--- src/rtl/i2s_dual_pkg.sv ---
`timescale 1ns/1ps
package i2s_dual_pkg;
    typedef enum logic {
        DIV_POW2   = 1'b0,
        DIV_LINEAR = 1'b1
    } div_style_e;

    localparam int CODE_W = 3;
endpackage

--- src/rtl/i2s_ratio_decode.sv ---
`timescale 1ns/1ps
module i2s_ratio_decode #(
    parameter i2s_dual_pkg::div_style_e STYLE = i2s_dual_pkg::DIV_LINEAR,
    parameter int LIN_W = 8,
    parameter int RAT_W = LIN_W + 1
) (
    input  logic [i2s_dual_pkg::CODE_W-1:0] code_log,
    input  logic [LIN_W-1:0]                code_lin,
    input  logic                            wide_mode,
    output logic [RAT_W-1:0]                ratio,
    output logic                            bad
);
    generate
        if (STYLE == i2s_dual_pkg::DIV_POW2) begin : g_pow2
            logic unused_lin;
            assign unused_lin = ^{code_lin, wide_mode};
            always_comb begin
                ratio = RAT_W'(1) << code_log[1:0];
                bad   = (code_log > 3'd3);
            end
        end else begin : g_linear
            logic [RAT_W-1:0] base;
            always_comb begin
                base  = RAT_W'(code_lin) + RAT_W'(1);
                ratio = wide_mode ? (base + (base >> 1)) : base;
                bad   = (code_log != '0) || (wide_mode && base[0]);
            end
        end
    endgenerate
endmodule

--- src/rtl/i2s_bclk_gen.sv ---
`timescale 1ns/1ps
module i2s_bclk_gen #(
    parameter int RAT_W = 9,
    parameter int PH_W  = RAT_W + 1
) (
    input  logic             clk,
    input  logic             rst_n,
    input  logic             go,
    input  logic [RAT_W-1:0] ratio,
    output logic             bclk,
    output logic             fall
);
    typedef struct packed {
        logic [PH_W-1:0] ph;
        logic            bclk;
    } bst_t;

    bst_t st_d, st_q;
    logic [PH_W-1:0] top_ph;
    logic            wrap;

    always_comb begin
        top_ph = {ratio, 1'b0} - PH_W'(1);
        wrap   = (st_q.ph == top_ph);
        st_d   = st_q;
        if (!go) begin
            st_d = '0;
        end else begin
            st_d.ph   = wrap ? '0 : st_q.ph + PH_W'(1);
            st_d.bclk = (st_d.ph >= {1'b0, ratio});
        end
        fall = go && wrap;
    end

    always_ff @(posedge clk) begin
        if (!rst_n) st_q <= '0;
        else        st_q <= st_d;
    end

    assign bclk = st_q.bclk;

    assert_phase_range_R5: assert property (@(posedge clk) disable iff (!rst_n)
        go |-> (st_q.ph <= top_ph));
    assert_fall_from_high_R5: assert property (@(posedge clk) disable iff (!rst_n)
        fall |-> st_q.bclk);
endmodule

--- src/rtl/i2s_frame_shift.sv ---
`timescale 1ns/1ps
module i2s_frame_shift #(
    parameter int SMP_W = 32,
    parameter int FRM_W = 7
) (
    input  logic             clk,
    input  logic             rst_n,
    input  logic             go,
    input  logic             fall,
    input  logic [FRM_W-1:0] frm_m1,
    input  logic [SMP_W-1:0] left,
    input  logic [SMP_W-1:0] right,
    output logic             lrclk,
    output logic             sdata,
    output logic             boundary
);
    typedef struct packed {
        logic [FRM_W-1:0] bitc;
        logic             lr;
        logic             sd;
        logic [SMP_W-1:0] sh;
    } fst_t;

    fst_t st_d, st_q;
    logic [FRM_W-1:0] nxt_bit;
    logic [FRM_W:0]   half, nxt_ext;
    logic             last;

    always_comb begin
        last     = (st_q.bitc == frm_m1);
        nxt_bit  = last ? '0 : st_q.bitc + FRM_W'(1);
        nxt_ext  = {1'b0, nxt_bit};
        half     = ({1'b0, frm_m1} + (FRM_W+1)'(1)) >> 1;
        boundary = go && fall && last;
        st_d     = st_q;
        if (!go) begin
            st_d = '0;
        end else if (fall) begin
            st_d.bitc = nxt_bit;
            st_d.lr   = (nxt_ext >= half);
            if (nxt_ext == (FRM_W+1)'(1)) begin
                st_d.sd = left[SMP_W-1];
                st_d.sh = {left[SMP_W-2:0], 1'b0};
            end else if (nxt_ext == half + (FRM_W+1)'(1)) begin
                st_d.sd = right[SMP_W-1];
                st_d.sh = {right[SMP_W-2:0], 1'b0};
            end else begin
                st_d.sd = st_q.sh[SMP_W-1];
                st_d.sh = {st_q.sh[SMP_W-2:0], 1'b0};
            end
        end
    end

    always_ff @(posedge clk) begin
        if (!rst_n) st_q <= '0;
        else        st_q <= st_d;
    end

    assign lrclk = st_q.lr;
    assign sdata = st_q.sd;

    assert_lr_on_fall_R7: assert property (@(posedge clk) disable iff (!rst_n)
        (!$stable(st_q.lr) && $past(go)) |-> $past(fall));
    assert_sd_on_fall_R7: assert property (@(posedge clk) disable iff (!rst_n)
        (!$stable(st_q.sd) && $past(go)) |-> $past(fall));
endmodule

--- src/rtl/i2s_dual_clkgen.sv ---
`timescale 1ns/1ps
module i2s_dual_clkgen #(
    parameter i2s_dual_pkg::div_style_e STYLE = i2s_dual_pkg::DIV_LINEAR,
    parameter int SMP_W = 32,
    parameter int LIN_W = 8,
    parameter int FRM_W = 7
) (
    input  logic                            clk,
    input  logic                            rst_n,
    input  logic [i2s_dual_pkg::CODE_W-1:0] div_code,
    input  logic [LIN_W-1:0]                div_lin,
    input  logic [FRM_W-1:0]                frm_len_m1,
    input  logic                            wide_mode,
    input  logic [SMP_W-1:0]                left_word,
    input  logic [SMP_W-1:0]                right_word,
    output logic                            bclk,
    output logic                            lrclk,
    output logic                            sdata,
    output logic                            cfg_err
);
    localparam int RAT_W = LIN_W + 1;

    typedef struct packed {
        logic [RAT_W-1:0] rat;
        logic [FRM_W-1:0] frm;
        logic             run;
        logic             err;
    } cst_t;

    cst_t st_d, st_q;
    logic [RAT_W-1:0] dec_rat;
    logic             dec_bad, go, fall, boundary;

    i2s_ratio_decode #(.STYLE(STYLE), .LIN_W(LIN_W), .RAT_W(RAT_W)) u_dec (
        .code_log (div_code),
        .code_lin (div_lin),
        .wide_mode(wide_mode),
        .ratio    (dec_rat),
        .bad      (dec_bad)
    );

    assign go = st_q.run && !dec_bad;

    always_comb begin
        st_d = st_q;
        if (dec_bad) begin
            st_d.run = 1'b0;
            st_d.err = 1'b1;
        end else begin
            st_d.err = 1'b0;
            st_d.run = 1'b1;
            if (!st_q.run || boundary) begin
                st_d.rat = dec_rat;
                st_d.frm = frm_len_m1;
            end
        end
    end

    always_ff @(posedge clk) begin
        if (!rst_n) st_q <= '0;
        else        st_q <= st_d;
    end

    i2s_bclk_gen #(.RAT_W(RAT_W)) u_bclk (
        .clk  (clk),
        .rst_n(rst_n),
        .go   (go),
        .ratio(st_q.rat),
        .bclk (bclk),
        .fall (fall)
    );

    i2s_frame_shift #(.SMP_W(SMP_W), .FRM_W(FRM_W)) u_frame (
        .clk     (clk),
        .rst_n   (rst_n),
        .go      (go),
        .fall    (fall),
        .frm_m1  (st_q.frm),
        .left    (left_word),
        .right   (right_word),
        .lrclk   (lrclk),
        .sdata   (sdata),
        .boundary(boundary)
    );

    assign cfg_err = st_q.err;

    assert_err_quiet_R10: assert property (@(posedge clk) disable iff (!rst_n)
        cfg_err |-> (!bclk && !lrclk && !sdata));
    assert_cfg_hold_R9: assert property (@(posedge clk) disable iff (!rst_n)
        (st_q.run && $past(st_q.run) && !$past(boundary)) |-> ($stable(st_q.rat) && $stable(st_q.frm)));

    generate
        if (STYLE == i2s_dual_pkg::DIV_POW2) begin : g_chk_pow2
            assert_pow2_ratio_R1: assert property (@(posedge clk) disable iff (!rst_n)
                !dec_bad |-> ($countones(dec_rat) == 1));
        end else begin : g_chk_lin
            assert_quirk_mult3_R4: assert property (@(posedge clk) disable iff (!rst_n)
                (wide_mode && !dec_bad) |-> ((dec_rat % 3) == 0));
        end
    endgenerate
endmodule

--- config.mk ---
export PLATFORM = sky130hd
export DESIGN_NAME = i2s_dual_clkgen
export DESIGN_NICKNAME = d
export VERILOG_FILES = /design/src/rtl/i2s_dual_pkg.sv /design/src/rtl/i2s_ratio_decode.sv /design/src/rtl/i2s_bclk_gen.sv /design/src/rtl/i2s_frame_shift.sv /design/src/rtl/i2s_dual_clkgen.sv
export SDC_FILE = /design/constraint.sdc
export NUM_CORES = 1
export LEC_CHECK = 0
export ABC_AREA = 1
export BUFFER_PORTS_ARGS = -buffer_cell sky130_fd_sc_hd__buf_4
export CAP_MARGIN = 15
export CORE_AREA = 2 2 107 109
export CTS_BUF_LIST = sky130_fd_sc_hd__clkbuf_8 sky130_fd_sc_hd__clkbuf_16
export CTS_CLUSTER_DIAMETER = 150
export DETAILED_ROUTE_END_ITERATION = 6
export DIE_AREA = 0 0 109 111
export HOLD_SLACK_MARGIN = 0.1
export PLACE_DENSITY = 0.71
export SLEW_MARGIN = 20
export SYNTH_ARGS = -nofsm -noshare
export SYNTH_HDL_FRONTEND = slang
export SYNTH_SLANG_ARGS = --single-unit
--- constraint.sdc ---
create_clock -name clk -period 3.18 [get_ports clk]
set_input_delay 0.636 -clock clk [delete_from_list [all_inputs] [get_ports clk]]
set_output_delay 0.636 -clock clk [all_outputs]
set_load 0.005 [all_outputs]
==> results.yml <==
run_status:
  outcome: "finished, final reports clean"
critical_path:
  cp_num_buf_inv: 2
  crit_family: "simple AND/OR/NAND/NOR gates"
  cp.required_ns: 3.39
  crit_path_max_incr_delay_ns: 0.38
  worstPathMaxFanout: 10
  crit_path_start_kind: "flip-flop"
  critical_path_class: "reg2reg"
  critPathSlowestCell: "dfxtp_1"
  crit_chain: "inv_1 -> ha_1 -> nor2_1 -> a21oi_1 -> nand2_1 -> nor2_1 -> nand3_1 -> nor2_1 -> nand3_2 -> clkinvlp_4 -> nor2_1 -> ha_1 -> a21oi_1 -> o21ai_0 -> a21oi_1 -> o21ai_0 -> a21oi_1 -> o22ai_1"
  reg2reg_slack_ns: 0.28
  reg2reg_depth: 18
  timing.rr.end: "u_bclk.bclk"
  crit_arrival_ns: 3.11
  r2r-start: "st_q[9]"
  endpoint_kind: "flip-flop"
cells_and_area:
  fin_area_mm2: 0.00642
  final-seq-area_mm2: 0.00138
  final_nets: 1034
  drive_gt1_share_pct: 19.3
  n_fill_cell: 1083
  diodes: 0
  stdcell_count: 1067
  area_growth_pct: 19.5
  multiInputGateArea_mm2: 0.00326
detailed_routing:
  drt_iter0_drc: 280
  antenna_left: 0
  via_per_inst: 5.00
  dr.pass1.iters: 6
  drcViolationCount: 0
  wl_um: 12900
  dr_total_vias: 5334
  wl_per_cell_um: 12.1
min_path:
  holdPathEnd: "u_bclk.st_q[1]"
  hp-start: "u_bclk.st_q[1]"
  worstHoldPathType: "reg2reg"
  hold_path_depth: 1
clock_tree:
  clock_path_buffers: 2
  path_clk_slew_ns: 0.06
  numCtsBuffers: 9
  cts_root_buf: "clkbuf_16"
  cts_hold_buf: 0
  cts_tree: "yes"
  clock-sinks: 69
  clkLatencyLatePin_ns: 0.34
  cts_max_level: 3
synth:
  synth_area_leader_cell: "dfxtp_1"
  synth-seq-area-share_pct: 25.7
  synth_top_area_share_pct: 25.7
  synth_area_leaders: "dfxtp_1 (26%), nand2_1 (10%), nand3_1 (8.9%)"
  avgSynthCellArea_um2: 6.36
  syn_inst: 845
  synth_ff_type: "dfxtp_1"
  syn_nets: 960
  synth-edff-count: 0
  synthArstFlopShare_pct: 0
  yosys_warnings: 0
  ys_top_cells_by_count: "nand2_1 (146), inv_1 (128), nand3_1 (96), a21oi_1 (91), nor2_1 (74)"
  synth.distinct_cells: 41
  synth.cell_area_mm2: 0.00538
  synth.most_common_cell: "nand2_1"
  synth-seq-cells: 69
die:
  die_w_um: 109
  coreArea_mm2: 0.0111
  start_util_pct: 48.5
  die_y_um: 111
  rows: 39
  io_pins: 89
  fp.dieArea_mm2: 0.0121
global_route:
  grt_use_total_pct: 22.5
  grt_max_degree: 34
  overflow: 0
  grt_antenna_before_repair: 0
  grt_pass1_vias: 4884
  grt_pass1_wl_um: 21900
timing:
  tightestPinTransition_ns: 0.578
  hold_violations: 0
  fin_setup_tns_ns: 0
  min_period_over_period_pct: 91.0
  rsz0062_at_grt: "no"
  period_needed_ns: 2.90
  max_freq_mhz: 345
  slew_violations: 0
  setup_viol: 0
  slew_headroom_pct: 61.4
  fin_skew_ns: 0.00934
placed_design:
  place.port_buffers: 88
  dp_hpwl_um: 9570
  gp_congestion: 0.838
  post_dp_cell_area_mm2: 0.00610
  dp.cells: 1051
power:
  power_density_mw_per_mm2: 410
  p_leak_nw: 3.13
  max-vdd-ir-drop_mv: 0.259
job:
  maxCapViolations: 0
-- cell families (layout without fill, tap and decap cells) --
kind of cell	count (synthesis)	in the layout	share of synthesized area [%]
simple gates	375	375	33.5
compound gates	165	165	16.1
xor+xnor	25	25	4.07
flops	69	69	25.7
buf+inv	181	260	13.7
fa+ha+maj	30	30	6.98
-- worst max path at each step --
| stage | from | end | cells after the start |
|---|---|---|---|
| floorplan | div_lin[1] | st_q[17] | 14 |
| global placement | div_lin[1] | st_q[17] | 15 |
| detailed placement | div_lin[2] | st_q[17] | 15 |
| CTS | st_q[9] | u_bclk.bclk | 18 |
| global route | st_q[9] | u_bclk.bclk | 18 |
| finish | st_q[9] | u_bclk.bclk | 18 |
-- power breakdown --
| group | internal [W] | total [W] | switching (W) | leakage [nW] |
|---|---|---|---|---|
| combinational | 0.000264 | 0.000666 | 0.000401 | 2.41 |
| sequential | 0.000876 | 0.000889 | 0.0000135 | 0.558 |
| clock | 0.000683 | 0.00108 | 0.000395 | 0.161 |
| total | 0.00182 | 0.00263 | 0.000809 | 3.13 |
-- area by class of cell --
cell class | count | share of cell area (%)
timing repair buffer | 98 | 11.5
inverter | 146 | 8.59
sequential | 69 | 21.5
tap | 143 | 2.78
multi-input combinational | 595 | 50.7
clock inverter | 7 | 1.42
clock buffer | 9 | 3.51
-- worst register-to-register path, stage by stage, from the launching register on --
cell	delay [ns]
dfxtp_1	0.38
inv_1	0.08
ha_1	0.30
nor2_1	0.05
a21oi_1	0.11
nand2_1	0.07
nor2_1	0.19
nand3_1	0.10
nor2_1	0.12
nand3_2	0.17
clkinvlp_4	0.22
nor2_1	0.06
ha_1	0.28
a21oi_1	0.14
o21ai_0	0.09
a21oi_1	0.12
o21ai_0	0.09
a21oi_1	0.13
o22ai_1	0.08
-- timing repair --
action                     in CTS  in global routing
setup endpoints to repair       0                  1
gates resized for setup         0                  1
setup buffers                   0                  0
-- metal layers --
metal | track usage (%) | routed length, µm
met1 | 28.1 | 5930
met2 | 37.8 | 6220
met3 | 5.41 | 573
met4 | 6.67 | 210
met5 | 0 | 0
-- metrics by stage --
step	setup slack (ns)	hold WS [ns]	power [W]	utilization, %
floorplan	0.403	0.437	0.00140	-
global placement	0.139	0.468	0.00157	55.1
detailed placement	0.0806	0.470	0.00157	55.1
CTS	0.234	0.488	0.00265	58.0
global route	0.0301	0.506	0.00278	58.0
finish	0.285	0.482	0.00263	58.0
-- sequential cells by signal, indices dropped and copies added, names as in the netlist --
signal / cells
cfg_err: 1
st_q: 17
u_bclk.bclk: 1
u_bclk.st_q: 10
u_frame.lrclk: 1
u_frame.sdata: 1
u_frame.st_q: 38
-- cells in the final DEF (no fill, tap or decap), types with 8 or more instances in the layout --
| cell type | synthesis | final |
|---|---|---|
| a21oi_1 | 91 | 91 |
| xor2_1 | 17 | 17 |
| nor2_2 | 9 | 9 |
| o21ai_0 | 58 | 58 |
| nor2_1 | 74 | 74 |
| nand3_1 | 96 | 96 |
| ha_1 | 30 | 30 |
| inv_2 | 18 | 18 |
| nand4_1 | 8 | 8 |
| xnor2_1 | 8 | 8 |
| buf_4 | 3 | 98 |
| nand2_1 | 146 | 146 |
| clkbuf_16 | 0 | 9 |
| dfxtp_1 | 69 | 69 |
| nand2_2 | 17 | 17 |
| inv_1 | 128 | 128 |
Note: power is estimated with default switching activity, not from simulation.
